<file path="config.mk">
export PLATFORM = sky130hd
export DESIGN_NAME = video_frame_seq
export DESIGN_NICKNAME = d
export VERILOG_FILES = /design/src/rtl/vfs_pkg.sv /design/src/rtl/vfs_sus_sample.sv /design/src/rtl/vfs_regs.sv /design/src/rtl/vfs_ctrl.sv /design/src/rtl/video_frame_seq.sv
export SDC_FILE = /design/constraint.sdc
export NUM_CORES = 1
export LEC_CHECK = 0
export ABC_AREA = 1
export ABC_CLOCK_PERIOD_IN_PS = 1600
export BUFFER_PORTS_ARGS = -buffer_cell sky130_fd_sc_hd__buf_2
export CAP_MARGIN = 25
export CORE_ASPECT_RATIO = 2
export CORE_UTILIZATION = 50
export CTS_BUF_LIST = sky130_fd_sc_hd__clkbuf_8
export CTS_CLUSTER_DIAMETER = 120
export DETAILED_ROUTE_END_ITERATION = 10
export HOLD_SLACK_MARGIN = 0.1
export PLACE_DENSITY_LB_ADDON = 0.15
export SYNTH_ARGS = -nofsm -noshare
export SYNTH_HDL_FRONTEND = slang
export SYNTH_SLANG_ARGS = --single-unit
</file>
<file path="constraint.sdc">
create_clock -name clk -period 1.6 [get_ports clk]
set_input_delay 0.24 -clock clk [delete_from_list [all_inputs] [get_ports clk]]
set_output_delay 0.24 -clock clk [all_outputs]
set_load 0.01 [all_outputs]
</file>
<file path="src/rtl/vfs_pkg.sv">
package vfs_pkg;
   typedef enum logic [1:0] {
      ST_IDLE    = 2'd0,
      ST_RUN     = 2'd1,
      ST_PENDING = 2'd2,
      ST_HELD    = 2'd3
   } seq_state_e;

   localparam int unsigned SEL_ADDR = 0;
   localparam int unsigned SEL_CTRL = 1;
endpackage

</file>
<file path="src/rtl/vfs_sus_sample.sv">
module vfs_sus_sample #(
   parameter int unsigned STAGES = 1
) (
   input  logic clk,
   input  logic rst_n,
   input  logic sus_i,
   output logic sus_q
);
   generate
      if (STAGES < 1) begin : g_bad_stages
         $error("vfs_sus_sample: STAGES must be at least 1");
      end
      if (STAGES == 1) begin : g_single
         always_ff @(posedge clk) begin
            if (!rst_n) sus_q <= 1'b0;
            else        sus_q <= sus_i;
         end
      end else begin : g_chain
         logic [STAGES-1:0] chain_q;
         always_ff @(posedge clk) begin
            if (!rst_n) chain_q <= '0;
            else        chain_q <= {chain_q[STAGES-2:0], sus_i};
         end
         assign sus_q = chain_q[STAGES-1];
      end
   endgenerate
endmodule

</file>
<file path="src/rtl/vfs_regs.sv">
module vfs_regs
   import vfs_pkg::*;
#(
   parameter int unsigned ADDR_W     = 32,
   parameter int unsigned REG_AW     = 2,
   parameter logic [ADDR_W-1:0] RESET_ADDR = '0
) (
   input  logic              clk,
   input  logic              rst_n,
   input  logic              wr_en,
   input  logic [REG_AW-1:0] wr_sel,
   input  logic [ADDR_W-1:0] wr_data,
   input  logic              load,
   output logic              sh_en,
   output logic [ADDR_W-1:0] act_addr,
   output logic              act_en
);
   localparam logic [REG_AW-1:0] IDX_ADDR = REG_AW'(SEL_ADDR);
   localparam logic [REG_AW-1:0] IDX_CTRL = REG_AW'(SEL_CTRL);

   logic [ADDR_W-1:0] sh_addr;

   always_ff @(posedge clk) begin
      if (!rst_n) begin
         sh_addr <= RESET_ADDR;
         sh_en   <= 1'b0;
      end else if (wr_en) begin
         if (wr_sel == IDX_ADDR) sh_addr <= wr_data;
         if (wr_sel == IDX_CTRL) sh_en   <= wr_data[0];
      end
   end

   always_ff @(posedge clk) begin
      if (!rst_n) begin
         act_addr <= RESET_ADDR;
         act_en   <= 1'b0;
      end else if (load) begin
         act_addr <= sh_addr;
         act_en   <= sh_en;
      end
   end

   // active bank moves only on a load strobe from the controller
   p_active_hold_r5: assert property (@(posedge clk) disable iff (!rst_n)
      !load |=> ($stable(act_addr) && $stable(act_en)));
endmodule

</file>
<file path="src/rtl/vfs_ctrl.sv">
module vfs_ctrl
   import vfs_pkg::*;
(
   input  logic clk,
   input  logic rst_n,
   input  logic vsync,
   input  logic sus_q,
   input  logic sh_en,
   output logic load,
   output logic go_q,
   output logic irq_q
);
   seq_state_e state_q, state_d;
   logic       rel_q, rel_d;
   logic       go_d, irq_d;

   always_comb begin
      state_d = state_q;
      load    = 1'b0;
      go_d    = 1'b0;
      irq_d   = 1'b0;
      rel_d   = rel_q;
      unique case (state_q)
         ST_IDLE: begin
            if (vsync && !sus_q) begin
               load    = 1'b1;
               go_d    = sh_en;
               state_d = sh_en ? ST_RUN : ST_IDLE;
            end
         end
         ST_RUN, ST_PENDING: begin
            if (vsync) begin
               irq_d = 1'b1;
               if (sus_q) begin
                  go_d    = 1'b1;
                  state_d = ST_HELD;
                  rel_d   = 1'b0;
               end else begin
                  load    = 1'b1;
                  go_d    = sh_en;
                  state_d = sh_en ? ST_RUN : ST_IDLE;
               end
            end else begin
               state_d = sus_q ? ST_PENDING : ST_RUN;
            end
         end
         ST_HELD: begin
            if (vsync) begin
               rel_d = 1'b0;
               if (rel_q || !sus_q) begin
                  irq_d   = 1'b1;
                  load    = 1'b1;
                  go_d    = sh_en;
                  state_d = sh_en ? ST_RUN : ST_IDLE;
               end else begin
                  go_d = 1'b1;
               end
            end else begin
               rel_d = !sus_q;
            end
         end
         default: state_d = ST_IDLE;
      endcase
   end

   always_ff @(posedge clk) begin
      if (!rst_n) begin
         state_q <= ST_IDLE;
         rel_q   <= 1'b0;
         go_q    <= 1'b0;
         irq_q   <= 1'b0;
      end else begin
         state_q <= state_d;
         rel_q   <= rel_d;
         go_q    <= go_d;
         irq_q   <= irq_d;
      end
   end

   // strobes only follow a sampled sync
   p_go_after_sync_r12: assert property (@(posedge clk) disable iff (!rst_n)
      go_q |-> $past(vsync));
   p_irq_after_sync_r12: assert property (@(posedge clk) disable iff (!rst_n)
      irq_q |-> $past(vsync));
   // held with suspend still up masks the interrupt
   p_irq_masked_r7: assert property (@(posedge clk) disable iff (!rst_n)
      (state_q == ST_HELD && !rel_q && sus_q && vsync) |=> (!irq_q && go_q));
   // leaving idle never reports a frame
   p_idle_no_irq_r3: assert property (@(posedge clk) disable iff (!rst_n)
      (state_q == ST_IDLE && vsync) |=> !irq_q);
endmodule

</file>
<file path="src/rtl/video_frame_seq.sv">
module video_frame_seq
   import vfs_pkg::*;
#(
   parameter int unsigned ADDR_W     = 32,
   parameter int unsigned REG_AW     = 2,
   parameter int unsigned SUS_STAGES = 1
) (
   input  logic              clk,
   input  logic              rst_n,
   input  logic              vsync_i,
   input  logic              suspend_i,
   input  logic              wr_en_i,
   input  logic [REG_AW-1:0] wr_sel_i,
   input  logic [ADDR_W-1:0] wr_data_i,
   output logic              frame_go_o,
   output logic [ADDR_W-1:0] frame_addr_o,
   output logic              frame_irq_o
);
   generate
      if (ADDR_W < 8 || ADDR_W > 64) begin : g_bad_addr_w
         $error("video_frame_seq: ADDR_W must be 8..64");
      end
      if (REG_AW < 1) begin : g_bad_reg_aw
         $error("video_frame_seq: REG_AW must be at least 1");
      end
   endgenerate

   logic sus_q, sh_en, act_en, load;

   vfs_sus_sample #(.STAGES(SUS_STAGES)) u_sus (
      .clk   (clk),
      .rst_n (rst_n),
      .sus_i (suspend_i),
      .sus_q (sus_q)
   );

   vfs_regs #(.ADDR_W(ADDR_W), .REG_AW(REG_AW)) u_regs (
      .clk      (clk),
      .rst_n    (rst_n),
      .wr_en    (wr_en_i),
      .wr_sel   (wr_sel_i),
      .wr_data  (wr_data_i),
      .load     (load),
      .sh_en    (sh_en),
      .act_addr (frame_addr_o),
      .act_en   (act_en)
   );

   vfs_ctrl u_ctrl (
      .clk   (clk),
      .rst_n (rst_n),
      .vsync (vsync_i),
      .sus_q (sus_q),
      .sh_en (sh_en),
      .load  (load),
      .go_q  (frame_go_o),
      .irq_q (frame_irq_o)
   );

   // a start that came with a load uses the enable just made active
   p_go_matches_enable_r4: assert property (@(posedge clk) disable iff (!rst_n)
      ($past(load) && frame_go_o) |-> act_en);
   // a replay start (no load) keeps the address of the previous cycle
   p_replay_addr_r6: assert property (@(posedge clk) disable iff (!rst_n)
      (frame_go_o && !$past(load)) |-> $stable(frame_addr_o));
endmodule

</file>
==> run_results.csv <==
group,metric,value,unit
run_status,status,"complete, but fails checks",
run_status,violations,"design-rule violations",
global_route,overflow,0,
timing,post-route-min-period,1.51,ns
yosys,synth_compound_area_share,17.0,%
timing,fin_crit_sh,94.2,%
timing,report.final.slew_viol_count,0,
route,wl_per_cell,13.9,microns
yosys,synth_top_family_by_area,"simple AND/OR/NAND/NOR gates",
power,powerDensity,1100,nW/um^2
clocking,cts-root-buf,"clkbuf_8",
route,drtPass1Iterations,8,
timing,hold-worst-slack,0.115,ns
layout,seq_area,1420,sq um
yosys,synth.most_common_cell,"dfxtp_1",
yosys,synth_flop_cell,"dfxtp_1",
yosys,ys_seq_area_share,47.6,%
floorplan,die_area,6310,sq um
yosys,ys_types,24,
timing,skew,0.00554,ns
placement,place_hpwl,4.47,mm
yosys,syn_area,2990,sq um
placement,port_buffers,72,
yosys,synth.avg_cell_area,8.56,sq um
yosys,synth_edf_count,0,
yosys,syn_nets,391,
timing,hold_viol,0,
clocking,clock_sinks,71,
timing,tightest_slew,0.350,ns
timing,fmax,663,MHz
clocking,numCtsBuffers,9,
power,switching_power,1170,uW
layout,drive_gt1_share,39.3,%
yosys,synth_mux_area_share,0,%
critical_path,path_common_cell,"nand2_1",
power,leakage,0.00160,uW
yosys,synthTopCellsByArea,"dfxtp_1 (48%), a21oi_2 (8.8%), nor2_1 (8.7%)",
critical_path,critPathCaptureType,"flop",
critical_path,crit_fanout,16,
power,p_int,2770,uW
global_route,grt_max_degree,33,
yosys,synthCells,349,
power,pwr-share-clk,29.9,%
yosys,synthXorXnorAreaFrac,0,%
clocking,cts_htree_levels,3,
layout,fillers,535,
critical_path,slowest_stage,"dfxtp_1",
critical_path,crit_family,"simple AND/OR/NAND/NOR gates",
clocking,path_clk_slew,0.07,ns
route,totalWireLength,6.85,mm
clocking,cts_tree,"yes",
critical_path,arrival,1.78,ns
layout,multi_input_area,1330,sq um
clocking,clk_path_buf_depth,2,
route,drtIter0Drc,68,
route,via_per_inst,5.18,
yosys,yosys.area.top_type,"dfxtp_1",
floorplan,core,5760,sq um
critical_path,worstPathCellList,"buf_4 -> ha_1 -> nand2_1 -> inv_1 -> nand3_4 -> nand2_4 -> nand2_1 -> a21oi_1",
route,vias,2559,
critical_path,critPathBufInv,2,
route,ant_nets,0,
global_route,grt_pass1_wl,11.1,mm
floorplan,ios,73,
layout,syn_to_final_growth,19.9,%
timing,setup_viol,0,
power,power,3940,uW
yosys,yosysWarnings,0,
yosys,synth_seq_cells,71,
timing,maxSlewHeadroom,76.7,%
floorplan,fp-row-count,39,
flow_run,maxCapViolCount,0,
yosys,yosys.area_share.adder,1.26,%
yosys,yosys.area_share.simple,25.9,%
power,seq_power_share,48.6,%
layout,diodes,0,
min_path,hp-class,"input pin to flop",
global_route,grt_util_all_layers,22.9,%
clocking,clk_latency,0.34,ns
yosys,yosysTopAreaCellShare,47.6,%
timing,rsz0062_at_grt,"true",
global_route,first_global_vias,2571,
power,ir_drop,0.707,mV
yosys,synth_async_sr_flop_share,0,%
floorplan,fp.dieW,56.7,microns
layout,nNetsFinal,471,
global_route,antenna_found_initial,0,
critical_path,critical_path_class,"flop to flop",
power,switching_share,29.8,%
power,comb_power_share,21.5,%
yosys,synthTopCellsByCount,"dfxtp_1 (71), nor2_1 (69), nand3_1 (38)",
route,drcViolationCount,10,
floorplan,die_y,111,microns
placement,gp_congestion,0.830,
critical_path,slowest_delay,0.33,ns
floorplan,start_util,51.9,%
critical_path,cp.required,1.87,ns
critical_path,start_kind,"flop",
[cells by family (layout without fill, tap and decap cells)]
kind of cell,after synthesis,in the layout
buffers and inverters,38,121
flip-flops,71,71
AO/OA/AOI/OAI,76,76
AND/OR/NAND/NOR,161,162
adder cells (fa/ha/maj),3,3
[timing repair]
item	4_1_cts	5_1_grt
buffers inserted	0	2
endpoints found under the hold margin	1	0
endpoints found under the setup margin	20	32
pin swaps	1	2
hold buffers	1	0
gates cloned	0	1
resized for setup	0	2
[metrics by stage]
| stage | setup WS (ns) | utilization, % | cells | instance area (sq um) | TNS (ns) |
|---|---|---|---|---|---|
| after floorplan | 0.0329 | - | 349 | 2990 | 0 |
| after CTS | 0.00257 | 61.5 | 491 | 3540 | 0 |
| after global placement | 0.0421 | 58.5 | 475 | 3370 | 0 |
| final | 0.0924 | 62.2 | 494 | 3580 | 0 |
| after detailed placement | -0.00303 | 58.5 | 475 | 3370 | -0.00586 |
| after global routing | 0.00650 | 62.2 | 494 | 3580 | 0 |
[per-layer routing]
layer | vias to the layer above | GRT usage (%) | part of all wire (%)
li1 | 1293 | - | -
met1 | 1177 | 23.6 | 39
met2 | 76 | 41.1 | 54
met3 | 13 | 3.85 | 4.2
met4 | 0 | 14.5 | 3.0
met5 | - | 0 | 0
[worst min-delay path, delay by kind of cell]
kind	cells	cell delay [ns]
buffers and inverters	1	0.07
AND/OR/NAND/NOR	2	0.11
[power groups by stage]
stage          Combinational (uW)  Sequential (uW)  Clock, uW
6_report                      846             1920       1180
2_1_floorplan                 622             1970          0
5_1_grt                       931             1920       1280
3_5_place_dp                  786             1960          0
4_1_cts                       791             1920       1220
3_3_place_gp                  773             1950          0
[placed cells by master, fill, tap and decap left out]
| cell type | n |
|---|---|
| a21oi_2 | 30 |
| nand2_1 | 21 |
| a21oi_1 | 7 |
| clkbuf_8 | 10 |
| clkinv_2 | 1 |
| nand2_8 | 1 |
| nor2_1 | 68 |
| nor2_8 | 1 |
| nand3_1 | 38 |
| nand2_2 | 30 |
| inv_1 | 16 |
| buf_6 | 1 |
| inv_2 | 1 |
| ha_2 | 1 |
| o21ai_0 | 37 |
| clkinv_1 | 1 |
| nor2_2 | 1 |
| o21ai_4 | 1 |
| dfxtp_1 | 71 |
| buf_4 | 16 |
| buf_2 | 72 |
| a211oi_1 | 1 |
| ha_1 | 2 |
| nand2_4 | 1 |
| nand3_4 | 1 |
| dlygate4sd3_1 | 1 |
| buf_12 | 2 |
[registers in the layout, summed over array words and instances (netlist names)]
register / flops
u_regs.act_addr: 32
u_ctrl.state_q: 2
u_regs.sh_en: 1
u_sus.sus_q: 1
u_ctrl.go_q: 1
u_ctrl.irq_q: 1
u_regs.sh_addr: 32
u_ctrl.rel_q: 1
[final cells by class]
class | instances | share of cell area, %
Clock buffer | 10 | 3.84
Clock inverter | 5 | 0.559
Inverter | 14 | 1.47
Multi-Input combinational cell | 241 | 37.2
Sequential cell | 71 | 39.7
Tap cell | 61 | 2.13
Timing Repair Buffer | 92 | 15.1
[final timing paths]
| kind | start | to | slack, ns | cells past startpoint |
|---|---|---|---|---|
| max | u_ctrl.state_q[0] | u_regs.act_addr[0] | 0.09 | 8 |
| min | wr_data_i[15] | u_regs.sh_addr[15] | 0.12 | 3 |
| max reg2reg | u_ctrl.state_q[0] | u_regs.act_addr[0] | 0.09 | 8 |
| min reg2reg | u_regs.sh_addr[3] | u_regs.act_addr[3] | 0.46 | 2 |
(Power assumes the default switching activity.)
